**src/rtl/pcs_pkg.sv**
```systemverilog
package pcs_pkg;
    localparam int unsigned DW = 16;

    typedef enum logic [2:0] {
        PH_IDLE,
        PH_SETUP,
        PH_STROBE,
        PH_HOLD,
        PH_DONE
    } phase_e;

    // active-high view of the card-side lines
    typedef struct packed {
        logic ce_lo;
        logic ce_hi;
        logic oe;
        logic we;
        logic iord;
        logic iowr;
        logic regsel;
    } strobe_t;
endpackage

```
**src/rtl/pcs_wait_sum.sv**
```systemverilog
module pcs_wait_sum #(
    parameter int unsigned BASE_W    = 4,
    parameter int unsigned EXTRA_W   = 6,
    parameter int unsigned EXTRA_MAX = 50,
    parameter int unsigned SUM_W     = 7
) (
    input  logic [BASE_W-1:0]  base_wait,
    input  logic [EXTRA_W-1:0] extra_wait,
    output logic [SUM_W-1:0]   total_wait
);
    localparam logic [EXTRA_W-1:0] LIMIT = EXTRA_W'(EXTRA_MAX);

    logic [EXTRA_W-1:0] extra_lim;

    always_comb begin
        extra_lim  = (extra_wait > LIMIT) ? LIMIT : extra_wait;
        total_wait = SUM_W'(base_wait) + SUM_W'(extra_lim);
    end
endmodule

```
**src/rtl/pcs_strobe_decode.sv**
```systemverilog
module pcs_strobe_decode
    import pcs_pkg::*;
(
    input  phase_e  phase,
    input  logic    is_write,
    input  logic    is_io,
    input  logic    is_wide,
    input  logic    addr_lsb,
    output strobe_t lines
);
    logic enable_win;
    logic cmd_win;
    logic addr_win;

    always_comb begin
        enable_win = (phase == PH_STROBE) || (phase == PH_HOLD);
        cmd_win    = (phase == PH_STROBE);
        addr_win   = (phase == PH_SETUP) || enable_win;

        lines.ce_lo  = enable_win && (is_wide || !addr_lsb);
        lines.ce_hi  = enable_win && (is_wide || addr_lsb);
        lines.oe     = cmd_win && !is_io && !is_write;
        lines.we     = cmd_win && !is_io && is_write;
        lines.iord   = cmd_win && is_io && !is_write;
        lines.iowr   = cmd_win && is_io && is_write;
        lines.regsel = addr_win && is_io;
    end
endmodule

```
**src/rtl/pcard_strobe_seq.sv**
```systemverilog
module pcard_strobe_seq
    import pcs_pkg::*;
#(
    parameter int unsigned AW        = 16,
    parameter int unsigned SETUP_W   = 4,
    parameter int unsigned BASE_W    = 4,
    parameter int unsigned EXTRA_W   = 6,
    parameter int unsigned EXTRA_MAX = 50
) (
    input  logic               clk,
    input  logic               rst_n,
    input  logic               req_valid,
    input  logic               req_write,
    input  logic               req_io,
    input  logic               req_wide,
    input  logic [AW-1:0]      req_addr,
    input  logic [15:0]        req_wdata,
    input  logic [SETUP_W-1:0] cfg_setup,
    input  logic [SETUP_W-1:0] cfg_hold,
    input  logic [BASE_W-1:0]  cfg_base_wait,
    input  logic [EXTRA_W-1:0] cfg_extra_wait,
    input  logic               card_ready,
    input  logic [15:0]        card_rdata,
    output logic               busy,
    output logic               done,
    output logic [AW-1:0]      card_addr,
    output logic [15:0]        card_wdata,
    output logic               ce_lo_n,
    output logic               ce_hi_n,
    output logic               oe_n,
    output logic               we_n,
    output logic               iord_n,
    output logic               iowr_n,
    output logic               reg_n,
    output logic [15:0]        rdata
);
    localparam int unsigned WAIT_CAP = (1 << BASE_W) - 1 + EXTRA_MAX;
    localparam int unsigned SUM_W    = $clog2(WAIT_CAP + 1);
    localparam int unsigned CNT_W    = (SUM_W > SETUP_W) ? SUM_W : SETUP_W;

    typedef struct packed {
        phase_e             phase;
        logic [CNT_W-1:0]   cnt;
        logic [AW-1:0]      addr;
        logic [DW-1:0]      wdata;
        logic               wr;
        logic               io;
        logic               wide;
        logic [SETUP_W-1:0] hold;
        logic [SUM_W-1:0]   total;
        logic [DW-1:0]      rdata;
        strobe_t            lines;
    } state_t;

    state_t q, d;
    logic [SUM_W-1:0] total_w;
    strobe_t lines_d;

    pcs_wait_sum #(
        .BASE_W   (BASE_W),
        .EXTRA_W  (EXTRA_W),
        .EXTRA_MAX(EXTRA_MAX),
        .SUM_W    (SUM_W)
    ) u_sum (
        .base_wait (cfg_base_wait),
        .extra_wait(cfg_extra_wait),
        .total_wait(total_w)
    );

    // decode is applied to next-state values so the lines leave flip-flops
    pcs_strobe_decode u_dec (
        .phase   (d.phase),
        .is_write(d.wr),
        .is_io   (d.io),
        .is_wide (d.wide),
        .addr_lsb(d.addr[0]),
        .lines   (lines_d)
    );

    always_comb begin
        d       = q;
        d.lines = '0;
        unique case (q.phase)
            PH_IDLE: begin
                if (req_valid) begin
                    d.addr  = req_addr;
                    d.wdata = req_wdata;
                    d.wr    = req_write;
                    d.io    = req_io;
                    d.wide  = req_wide;
                    d.hold  = cfg_hold;
                    d.total = total_w;
                    if (cfg_setup != '0) begin
                        d.phase = PH_SETUP;
                        d.cnt   = CNT_W'(cfg_setup) - CNT_W'(1);
                    end else begin
                        d.phase = PH_STROBE;
                        d.cnt   = CNT_W'(total_w);
                    end
                end
            end
            PH_SETUP: begin
                if (q.cnt == '0) begin
                    d.phase = PH_STROBE;
                    d.cnt   = CNT_W'(q.total);
                end else begin
                    d.cnt = q.cnt - CNT_W'(1);
                end
            end
            PH_STROBE: begin
                if (q.cnt != '0) begin
                    d.cnt = q.cnt - CNT_W'(1);
                end else if ((q.total == '0) || card_ready) begin
                    if (!q.wr) begin
                        d.rdata = card_rdata;
                    end
                    if (q.hold != '0) begin
                        d.phase = PH_HOLD;
                        d.cnt   = CNT_W'(q.hold) - CNT_W'(1);
                    end else begin
                        d.phase = PH_DONE;
                    end
                end
            end
            PH_HOLD: begin
                if (q.cnt == '0) begin
                    d.phase = PH_DONE;
                end else begin
                    d.cnt = q.cnt - CNT_W'(1);
                end
            end
            PH_DONE: begin
                d.phase = PH_IDLE;
            end
            default: begin
                d.phase = PH_IDLE;
            end
        endcase
        d.lines = lines_d;
    end

    always_ff @(posedge clk or negedge rst_n) begin
        if (!rst_n) begin
            q <= '0;
        end else begin
            q <= d;
        end
    end

    assign busy       = (q.phase != PH_IDLE);
    assign done       = (q.phase == PH_DONE);
    assign card_addr  = q.addr;
    assign card_wdata = q.wdata;
    assign rdata      = q.rdata;
    assign ce_lo_n    = ~q.lines.ce_lo;
    assign ce_hi_n    = ~q.lines.ce_hi;
    assign oe_n       = ~q.lines.oe;
    assign we_n       = ~q.lines.we;
    assign iord_n     = ~q.lines.iord;
    assign iowr_n     = ~q.lines.iowr;
    assign reg_n      = ~q.lines.regsel;
endmodule

```
**config.mk**
```make
export PLATFORM = sky130hd
export DESIGN_NAME = pcard_strobe_seq
export DESIGN_NICKNAME = d
export VERILOG_FILES = /design/src/rtl/pcs_pkg.sv /design/src/rtl/pcs_wait_sum.sv /design/src/rtl/pcs_strobe_decode.sv /design/src/rtl/pcard_strobe_seq.sv
export SDC_FILE = /design/constraint.sdc
export NUM_CORES = 1
export LEC_CHECK = 0
export BUFFER_PORTS_ARGS = -buffer_cell sky130_fd_sc_hd__buf_2
export CAP_MARGIN = 20
export CORE_ASPECT_RATIO = 2
export CORE_MARGIN = 2
export CORE_UTILIZATION = 52
export CTS_BUF_LIST = sky130_fd_sc_hd__clkbuf_16
export CTS_CLUSTER_SIZE = 24
export DETAILED_ROUTE_END_ITERATION = 12
export GPL_ROUTABILITY_DRIVEN = 0
export PLACE_DENSITY = 0.92
export SYNTH_ARGS = -nofsm -noshare
export SYNTH_HDL_FRONTEND = slang
export SYNTH_SLANG_ARGS = --single-unit
```
**constraint.sdc**
```tcl
create_clock -name clk -period 2.7 [get_ports clk]
set_input_delay 0.405 -clock clk [delete_from_list [all_inputs] [get_ports clk]]
set_output_delay 0.405 -clock clk [all_outputs]
set_load 0.02 [all_outputs]
```
# Yosys cells after proc, flatten, opt, wreduce, memory -nomap -nowiden
# Index checks and enable logic that the tools add are counted.
[op_classes]
n_addsub = 4
order_cmp = 1
n_eq_ne = 11
mux = 15
bitwise_logic = 9
reduce_logical = 28
[op_table]
columns = ["cell", "count"]
rows = [
  ["$mux W56", 1],
  ["$mux W31", 1],
  ["$mux W7", 4],
  ["$pmux W7 S4", 1],
  ["$logic_not A7 Y1", 2],
  ["$eq A3 B2 Y1 const B", 4],
  ["$mux W3", 4],
  ["$pmux W3 S4", 1],
  ["$reduce_bool A4 Y1", 3],
  ["$mux W10", 1],
  ["$sub A4 B1 Y5 const B", 2],
  ["$logic_and A1 B1 Y1", 9],
  ["$mux W9", 1],
  ["$not A1 Y1", 9],
  ["$add A4 B6 Y7", 1],
  ["$reduce_bool A7 Y1", 1],
  ["$sub A7 B1 Y7 const B", 1],
  ["$eq A3 B1 Y1 const B", 2],
  ["$gt A6 B6 Y1 const B", 1],
  ["$mux W6", 1],
  ["$ne A3 B3 Y1 const B", 2],
  ["$logic_or A1 B1 Y1", 5],
  ["$reduce_and A5 Y1", 1],
  ["$ne A2 B2 Y1 const B", 2],
  ["6 further kinds", 8],
]
[totals]
ff_bits = 79
input_bits = 73
output_inout_bits = 57
elab_cells = 86

# Longest topological paths before layout
# Gate-level depths: netlist of the first run.
[depth]
ltp_word = 10
mapped_depth = 11
ltp_nobuf = 11

# Cells and area by module
# From an unflattened synthesis of the first run, not the netlist that was laid out.
[hier_totals]
cells_unflattened = 384
area_unflattened_um2 = 4340.4
[by_module_without_submodules]
columns = ["module", "n_inst", "cells_each", "area_each_um2"]
rows = [
  ["pcard_strobe_seq", 1, 344, 4055.1],
  ["pcs_wait_sum", 1, 26, 207.7],
  ["pcs_strobe_decode", 1, 14, 77.6],
]

# Worst setup path before layout of the first run
# No wires, ideal clock.
[synth_path]
path_kind = "flip-flop to flip-flop"
start = "register q[69] in the netlist's numbering"
end = "register q (netlist bit rdata[10])"
setup_time_ns = 0.125
arrival_ns = 2.268
slack_ns = 0.307
stages_incl_launch_ff = 8
path_buffers = 1
period_less_slack_ns = 2.393
cell_sequence = "dfrtp_1 -> inv_1 -> ha_1 -> nor4b_4 -> nand2_1 -> nor4_4 -> buf_2 -> mux2_2"
[synth_via]
elab_chain_len = 3
[synth_lines]
columns = ["element", "line", "text"]
rows = [
  ["start, declared", "pcard_strobe_seq.sv:55", "state_t q, d;"],
  ["start signal, assigned", "pcard_strobe_seq.sv:144", "q <= '0;"],
  ["start signal, assigned", "pcard_strobe_seq.sv:146", "q <= d;"],
  ["$reduce_bool A7 Y1", "pcard_strobe_seq.sv:111", "if (q.cnt != '0) begin"],
  ["$not A1 Y1 (no line)", "--", ""],
  ["$reduce_and A4 Y1 (no line)", "--", ""],
]
# No other way between the ends.
# A chain may end at the register's enable or synchronous reset.

==> impl_metrics.json, run 1 <==
{
  "grt_pass1_wl_mm": 15.0,
  "fin_crit_sh_pct": 96.3,
  "critical-path-top-delay-family": "simple AND/OR/NAND/NOR gates",
  "drc": 0,
  "synth_fp_nets": 539,
  "synthSimpleGateAreaFrac_pct": 20.6,
  "die_width_um": 67.5,
  "ant_nets": 0,
  "fin_util_pct": 61.8,
  "crit_arrival_ps": 2860,
  "fin_ws_ps": 100,
  "r2r_start": "q[69]",
  "hold_violations": 0,
  "wl_per_cell_um": 15.2,
  "grt_max_degree": 80,
  "grt_overflow": 0,
  "crit_buf_inv": 1,
  "die_area_mm2": 0.00885,
  "layout_commonest_cell": "nand2_1",
  "drt_iter0_drc": 167,
  "layout_common_cells": "nand2_1 (129), buf_2 (128), dfrtp_1 (79), inv_1 (22), o21ai_0 (21)",
  "post-route-min-period_ps": 2600,
  "relSlewSlack_pct": 35.7,
  "fin_skew_ps": 8.45,
  "cts_max_level": 3,
  "dr.pass1.iters": 4,
  "clk_pin_slew_ps": 60,
  "syn_inst": 458,
  "r2r_slack_ps": 100,
  "place_ws_ps": 158,
  "setup.worst_path.start_class": "flop",
  "cts_buffer_depth": 2,
  "async_reset_ff_share_pct": 100,
  "cts_resized": 0,
  "diodes": 0,
  "ir_drop_mv": 0.746,
  "syn2layout_area_growth_pct": 16.0,
  "synth_edf_count": 0,
  "clk-insertion-delay-late_ps": 340,
  "setup_viol": 0,
  "rsz0062_at_grt": "no",
  "die_h_um": 131,
  "synth_fa_ha_area_share_pct": 2.56,
  "status": "finished, final reports clean",
  "detail_route.vias_per_cell": 5.39,
  "p_leak_nw": 2.53,
  "dp_hpwl_mm": 7.18,
  "root_buffer": "clkbuf_16",
  "cts_hold_buf": 0,
  "start_util_pct": 53.2,
  "cp_max_fo": 5,
  "critPathKind": "reg -> reg",
  "syn_area_mm2": 0.00420,
  "synth-xor-area-share_pct": 1.67,
  "drt-total-wl_mm": 9.76,
  "synth-seq-cells": 79,
  "cap_violations": 0,
  "post-cts-setup-buffers": 0,
  "port_buffers": 129,
  "synth_top_family_by_area": "simple AND/OR/NAND/NOR gates",
  "synthMuxAreaShare_pct": 5.55,
  "synth_ff_type": "dfrtp_1",
  "rows": 46,
  "max_stage_delay_ps": 570,
  "design.final.nets": 623,
  "cts_buffers": 9,
  "syn_avg_cell_area_um2": 9.16,
  "ys_types": 51,
  "cts_tree": "done",
  "grt_pass1_vias": 3396,
  "yosysSeqAreaShare_pct": 47.1,
  "min_path_type": "in -> async",
  "finalSetupTns_ps": 0,
  "coreArea_mm2": 0.00789,
  "pwr_density_cell_mw_per_mm2": 1240,
  "fmax_mhz": 385,
  "gr-usage-all-layers_pct": 22.7,
  "finalMaxSlewViolations": 0,
  "slowest_stage": "or4_1",
  "antenna_found_initial": 0,
  "num_vias": 3465,
  "path_cells": "inv_1, ha_2, nor4b_4, and2_1, a221oi_2, a311o_1, or4_1, nor2_1",
  "reg2reg_depth": 8,
  "endpoint_kind": "flop",
  "tightest_slew_ps": 965,
  "crit_required_ps": 2960,
  "yosys_warnings": 0,
  "drive_gt1_share_pct": 32.5,
  "synth_compound_area_share_pct": 9.36,
  "timing.rr.end": "q[4]",
  "cts_sinks": 79,
  "boundaryPins": 130
}
==> synth_stat cells, types with 2 or more instances <==
cell	count	area share, %
a211oi_1	2	0.36
a21o_1	2	0.36
a21oi_1	15	1.8
a31oi_1	3	0.45
and2_1	5	0.75
buf_1	2	0.18
buf_4	49	8.8
buf_6	5	1.3
clkbuf_1	9	0.80
dfrtp_1	79	47
ha_1	7	2.1
inv_1	22	2.0
mux2_2	17	4.6
mux2i_1	3	0.72
nand2_1	129	12
nand2b_1	4	0.60
nand3_1	4	0.48
nor2_1	19	1.7
nor2b_1	3	0.45
nor3_1	11	1.3
nor3b_1	5	0.89
nor4_1	2	0.30
o21a_1	2	0.36
o21ai_0	21	2.5
o21bai_1	2	0.36
o22ai_1	3	0.45
or2_2	2	0.30
or4_1	2	0.36
xnor2_1	6	1.3
xor2_1	2	0.42
==> sequential cells by signal, summed over array words and instances, names as in the netlist <==
register / count
card_addr: 16
card_wdata: 16
q: 31
rdata: 16
==> final cells by class <==
class	count	area, µm²
fillers	607	3020
flip-flops and latches	79	1980
multi-input cells	291	1670
repair buffers	139	723
clock buffers	9	225
well taps	96	120
inverters	22	82.6
clock inverters	7	72.6
==> power by group <==
part | leakage, nW | internal, W | switching [W]
registers | 0.995 | 0.00173 | 0.000352
logic | 1.40 | 0.00103 | 0.00173
clock network | 0.139 | 0.000717 | 0.000478
total | 2.53 | 0.00347 | 0.00256
==> layer usage <==
metal | vias to the layer above | part of all wire (%) | global-route usage (%)
met5 | - | 0 | 0
met4 | 0 | 4.0 | 13.1
met3 | 36 | 5.3 | 5.65
met2 | 143 | 57 | 40.3
met1 | 1663 | 34 | 23.3
li1 | 1623 | - | -
==> worst reg2reg max path, stage by stage (launching register included) <==
cell      delay, ps
dfrtp_1         420
inv_1           120
ha_2            240
nor4b_4         330
and2_1          220
a221oi_2         80
a311o_1         410
or4_1           570
nor2_1          130
==> worst max-delay path by stage <==
stage,slack [ps],startpoint,endpoint,cells past startpoint
final,100,q[69],q[4],8
after global routing,10,q[69],q[4],8
after CTS,130,q[69],q[4],8
after detailed placement,160,q[69],q[4],8
after global placement,280,q[69],q[71],9
after floorplan,310,q[69],rdata[10],7
==> per-stage QoR <==
step / hold WS (ps) / total power [W] / std cells / instance area (µm²)
2_1_floorplan: 109 / 0.00440 / 458 / 4200
3_3_place_gp: 454 / 0.00467 / 627 / 4570
3_5_place_dp: 456 / 0.00480 / 627 / 4570
4_1_cts: 257 / 0.00601 / 643 / 4870
5_1_grt: 257 / 0.00641 / 643 / 4870
6_report: 200 / 0.00603 / 643 / 4870
==> kinds of logic after synthesis <==
family	after synthesis
AND/OR/NAND/NOR	192
flip-flops	79
multiplexers	21
XOR/XNOR	8
buffers and inverters	88
AO/OA/AOI/OAI	62
adder cells (fa/ha/maj)	8
Power figures use the tool's default switching activity.
==> run 2, diff against run 1 <==
--- a/config.mk
+++ b/config.mk
@@ -14,7 +14,7 @@
 export CTS_CLUSTER_SIZE = 24
 export DETAILED_ROUTE_END_ITERATION = 12
 export GPL_ROUTABILITY_DRIVEN = 0
-export PLACE_DENSITY = 0.92
+export PLACE_DENSITY = 0.81
 export SYNTH_ARGS = -nofsm -noshare
 export SYNTH_HDL_FRONTEND = slang
 export SYNTH_SLANG_ARGS = --single-unit
==> run 2 against run 1 <==
Net effect:
- cell area decreased by 0.31%
- cell count increased by 0.31%
- non-clock buffer count increased by 3
- sequential power about the same
- critical path type unchanged
- clock skew decreased by 2.5 ps
- core utilization decreased by 0.19 points
==> impl_metrics.json, run 2 (synthesis gave the netlist of run 1 again) <==
{
  "ant_nets": 0,
  "critical-path-top-delay-family": "simple AND/OR/NAND/NOR gates",
  "status": "finished, final reports clean",
  "hold_violations": 0,
  "layout_commonest_cell": "nand2_1",
  "min_path_type": "in -> async",
  "reg2reg_depth": 8,
  "drt_iter0_drc": 171,
  "grt_max_degree": 80,
  "detail_route.vias_per_cell": 5.28,
  "critPathKind": "reg -> reg",
  "cts_sinks": 79,
  "setup_viol": 0,
  "startpoint": "q[69]",
  "finalMaxSlewViolations": 0,
  "syn2layout_area_growth_pct": 15.7,
  "regMostFlops": "q",
  "cts_tree": "done",
  "die_width_um": 67.5,
  "cap_violations": 0,
  "p_leak_nw": 2.54,
  "drive_gt1_share_pct": 32.6,
  "slowest_stage": "or4_1",
  "post-route-min-period_ps": 2460,
  "fmax_mhz": 406,
  "r2r_slack_ps": 240,
  "cts_buffers": 9,
  "rsz0062_at_grt": "no",
  "layout_common_cells": "nand2_1 (129), buf_2 (128), dfrtp_1 (79), inv_1 (22), o21ai_0 (21)",
  "dr.pass1.iters": 5,
  "nFillCells": 644,
  "max_stage_delay_ps": 560,
  "diodes": 0,
  "coreArea_mm2": 0.00789,
  "crit_arrival_ps": 2730,
  "grt_pass1_vias": 3446,
  "cts_resized": 0,
  "finalSetupTns_ps": 0,
  "crit_buf_inv": 1,
  "path_depth": 8,
  "rows": 46,
  "root_buffer": "clkbuf_16",
  "port_buffers": 129,
  "endpoint_kind": "flop",
  "relSlewSlack_pct": 34.2,
  "grt_overflow": 0,
  "fin_crit_sh_pct": 91.3,
  "cts_hold_buf": 0,
  "grt_pass1_wl_mm": 15.2,
  "drc": 0,
  "fin_skew_ps": 5.94,
  "start_util_pct": 53.2,
  "drt-total-wl_mm": 9.56,
  "boundaryPins": 130,
  "ir_drop_mv": 0.640,
  "path_cells": "inv_1, ha_1, nor4b_4, and2_1, a221oi_2, a311o_1, or4_1, nor2_1",
  "cts_max_level": 3,
  "design.final.nets": 626,
  "gr-usage-all-layers_pct": 23.1,
  "pwr_density_cell_mw_per_mm2": 1210,
  "num_vias": 3407,
  "clk-insertion-delay-late_ps": 340,
  "dp_hpwl_mm": 7.39,
  "die_h_um": 131,
  "cp_max_fo": 5,
  "wl_per_cell_um": 14.8,
  "r2r_start": "q[69]",
  "die_area_mm2": 0.00885,
  "clk_pin_slew_ps": 60,
  "finalPower_w": 0.00589,
  "tightest_slew_ps": 987,
  "antenna_found_initial": 0,
  "largest_register_ffs": 31,
  "cts_buffer_depth": 2,
  "setup.worst_path.start_class": "flop",
  "crit_required_ps": 2960
}
run 2: changes by cell type in the layout (fill, tap and decap cells not counted):
cell / delta
buf_4: +3
bufinv_16: -1
clkinv_2: +1
clkinvlp_4: -1
ha_1: +1
ha_2: -1
inv_6: +1
inv_8: -1
run 2: layout make-up:
type	instances	area, µm²	share of cell area [%]
Clock inverter	6	37.5	0.773
Clock buffer	9	225	4.64
Inverter	22	82.6	1.70
Multi-Input combinational cell	291	1670	34.3
Tap cell	96	120	2.47
Sequential cell	79	1980	40.7
Timing Repair Buffer	142	746	15.4
run 2: worst reg2reg max path, cell delays in order (launching register included):
cell and delay, ps:
dfrtp_1 410, inv_1 90, ha_1 250, nor4b_4 280, and2_1 220, a221oi_2 80, a311o_1 400, or4_1 560
nor2_1 100
run 2: layer usage:
metal	global-route usage [%]	wire, µm
met3	4.54	418
met4	15.0	387
met2	41.1	5420
met5	0	0
met1	23.4	3340
run 2: worst paths after layout:
check,endpoint
worst min-delay path,q[28]
worst max register to register,q[4]
worst min register to register,card_wdata[4]
min in group clk,card_addr[1]
max in group asynchronous,rdata[9]
worst max-delay path,q[4]
run 2: per-stage QoR:
stage          cell area, µm²  setup slack [ps]  utilization (%)  hold WS (ps)  std cells
4_1_cts                  4850               184             61.5           252        644
6_report                 4850               235             61.6           188        645
2_1_floorplan            4200               307                -           109        458
3_5_place_dp             4580               175             58.1           457        629
5_1_grt                  4850              36.7             61.6           262        645
3_3_place_gp             4580               272             58.1           452        629
run 2: repair_timing:
item                       in CTS  in global routing
setup endpoints to repair       0                  1
hold endpoints to repair        0                  0
buffers inserted                0                  1
run 2: power breakdown:
group	switching [W]	internal, W
Sequential	0.000364	0.00173
Clock	0.000457	0.000613
Combinational	0.00168	0.00105
==> run 3, diff against run 2 <==
--- a/config.mk
+++ b/config.mk
@@ -7,7 +7,7 @@
 export LEC_CHECK = 0
 export BUFFER_PORTS_ARGS = -buffer_cell sky130_fd_sc_hd__buf_2
 export CAP_MARGIN = 20
-export CORE_ASPECT_RATIO = 2
+export CORE_ASPECT_RATIO = 0.6
 export CORE_MARGIN = 2
 export CORE_UTILIZATION = 52
 export CTS_BUF_LIST = sky130_fd_sc_hd__clkbuf_16
==> run 3 against run 2 <==
Net effect:
- clock power is 10% higher
- register-to-register slack worse by 40 ps
- critical path depth stayed put
- core utilization is 0.58 points higher
- cell area is 0.52% higher
- combinational power is 2% lower
- clock skew is 1.4 ps higher
- critical path type unchanged
- largest power group unchanged
==> impl_metrics.json, run 3 (synthesis gave the netlist of run 1 again) <==
{
  "status": "finished, final reports clean",
  "cts_hold_buf": 0,
  "fin_util_pct": 62.2,
  "drive_gt1_share_pct": 32.3,
  "r2r_slack_ps": 190,
  "num_vias": 3348,
  "layout_commonest_cell": "nand2_1",
  "rows": 25,
  "drt_iter0_drc": 170,
  "antenna_found_initial": 0,
  "cts_sinks": 79,
  "reg2reg_depth": 8,
  "post-route-min-period_ps": 2510,
  "wl_per_cell_um": 14.0,
  "tightest_slew_ps": 975,
  "gr-usage-all-layers_pct": 22.1,
  "cts_buffers": 9,
  "ir_drop_mv": 0.601,
  "pwr_density_cell_mw_per_mm2": 1220,
  "relSlewSlack_pct": 35.0,
  "dp_hpwl_mm": 6.80,
  "largest_register_ffs": 31,
  "coreArea_mm2": 0.00785,
  "layout_common_cells": "nand2_1 (129), buf_2 (128), dfrtp_1 (79), inv_1 (22), o21ai_0 (21)",
  "drt-total-wl_mm": 9.19,
  "cap_violations": 0,
  "finalPower_w": 0.00598,
  "finalMaxSlewViolations": 0,
  "r2r_start": "q[69]",
  "diodes": 0,
  "post-cts-setup-buffers": 0,
  "boundaryPins": 130,
  "dr.pass1.iters": 5,
  "crit_buf_inv": 1,
  "max_stage_delay_ps": 570,
  "finalSetupTns_ps": 0,
  "cp_max_fo": 5,
  "design.final.nets": 624,
  "clk_pin_slew_ps": 60,
  "cts_resized": 0,
  "critPathKind": "reg -> reg",
  "cts_max_level": 3,
  "nFillCells": 662,
  "grt_overflow": 0,
  "drc": 0,
  "grt_pass1_wl_mm": 15.2,
  "min_path_type": "in -> async",
  "port_buffers": 129,
  "grt_max_degree": 80,
  "cts_buffer_depth": 2,
  "path_depth": 8,
  "hold_violations": 0,
  "critical-path-top-delay-family": "simple AND/OR/NAND/NOR gates",
  "die_area_mm2": 0.00883,
  "clk-insertion-delay-late_ps": 340,
  "fin_skew_ps": 7.35,
  "endpoint": "q[2]",
  "fin_crit_sh_pct": 92.9,
  "fmax_mhz": 399,
  "crit_required_ps": 2960,
  "timing.rr.end": "q[2]",
  "endpoint_kind": "flop",
  "ant_nets": 0,
  "die_h_um": 73.6,
  "cts_tree": "done",
  "crit_arrival_ps": 2770,
  "syn2layout_area_growth_pct": 16.3,
  "regMostFlops": "q",
  "grt_pass1_vias": 3158,
  "die_width_um": 120,
  "rsz0062_at_grt": "no",
  "detail_route.vias_per_cell": 5.10,
  "setup.worst_path.start_class": "flop",
  "start_util_pct": 53.5,
  "path_cells": "inv_1, ha_1, nor4b_4, and2_1, a221oi_2, a311o_1, or4_1, nor2_1",
  "root_buffer": "clkbuf_16",
  "p_leak_nw": 2.54,
  "slowest_stage": "or4_1",
  "startpoint": "q[69]",
  "setup_viol": 0
}
==> run 3: layout make-up <==
type	instances	area, µm²	area share [%]
clock buffer	9	225	4.62
clock inverter	7	62.6	1.28
inverter	22	82.6	1.69
multi-input combinational	291	1670	34.2
sequential	79	1980	40.5
tap	108	135	2.77
timing repair buffer	140	731	15.0
==> run 3: how the worst min path moves through the flow <==
stage | endpoint | slack, ps | start | cells past startpoint
finish | q[29] | 220 | rst_n | 1
detailed placement | card_wdata[2] | 460 | card_wdata[2] | 2
CTS | card_addr[4] | 240 | req_addr[4] | 3
global route | card_addr[4] | 260 | req_addr[4] | 3
floorplan | card_addr[0] | 110 | rst_n | 0
global placement | card_addr[15] | 450 | card_addr[15] | 2
==> run 3: where the power goes <==
group          internal, W  total, W  leakage (nW)  switching (W)
Clock             0.000707   0.00118         0.138       0.000475
Sequential         0.00172   0.00211         0.995       0.000390
Combinational      0.00104   0.00268          1.41        0.00164
Total              0.00347   0.00598          2.54        0.00250
==> run 3: through the flow <==
step	instances	setup slack [ps]	hold slack, ps	cell area, µm²
2_1_floorplan	458	307	109	4200
3_3_place_gp	640	336	453	4590
3_5_place_dp	640	214	456	4590
4_1_cts	656	215	245	4880
5_1_grt	656	42.3	259	4880
6_report	656	192	222	4880
==> run 3: metal layers <==
metal	global-route usage, %	vias to the layer above	share of wire, %
li1	-	1632	-
met1	30.0	1570	46
met2	33.9	137	44
met3	9.08	9	9.0
met4	4.31	0	0.85
met5	0	-	0
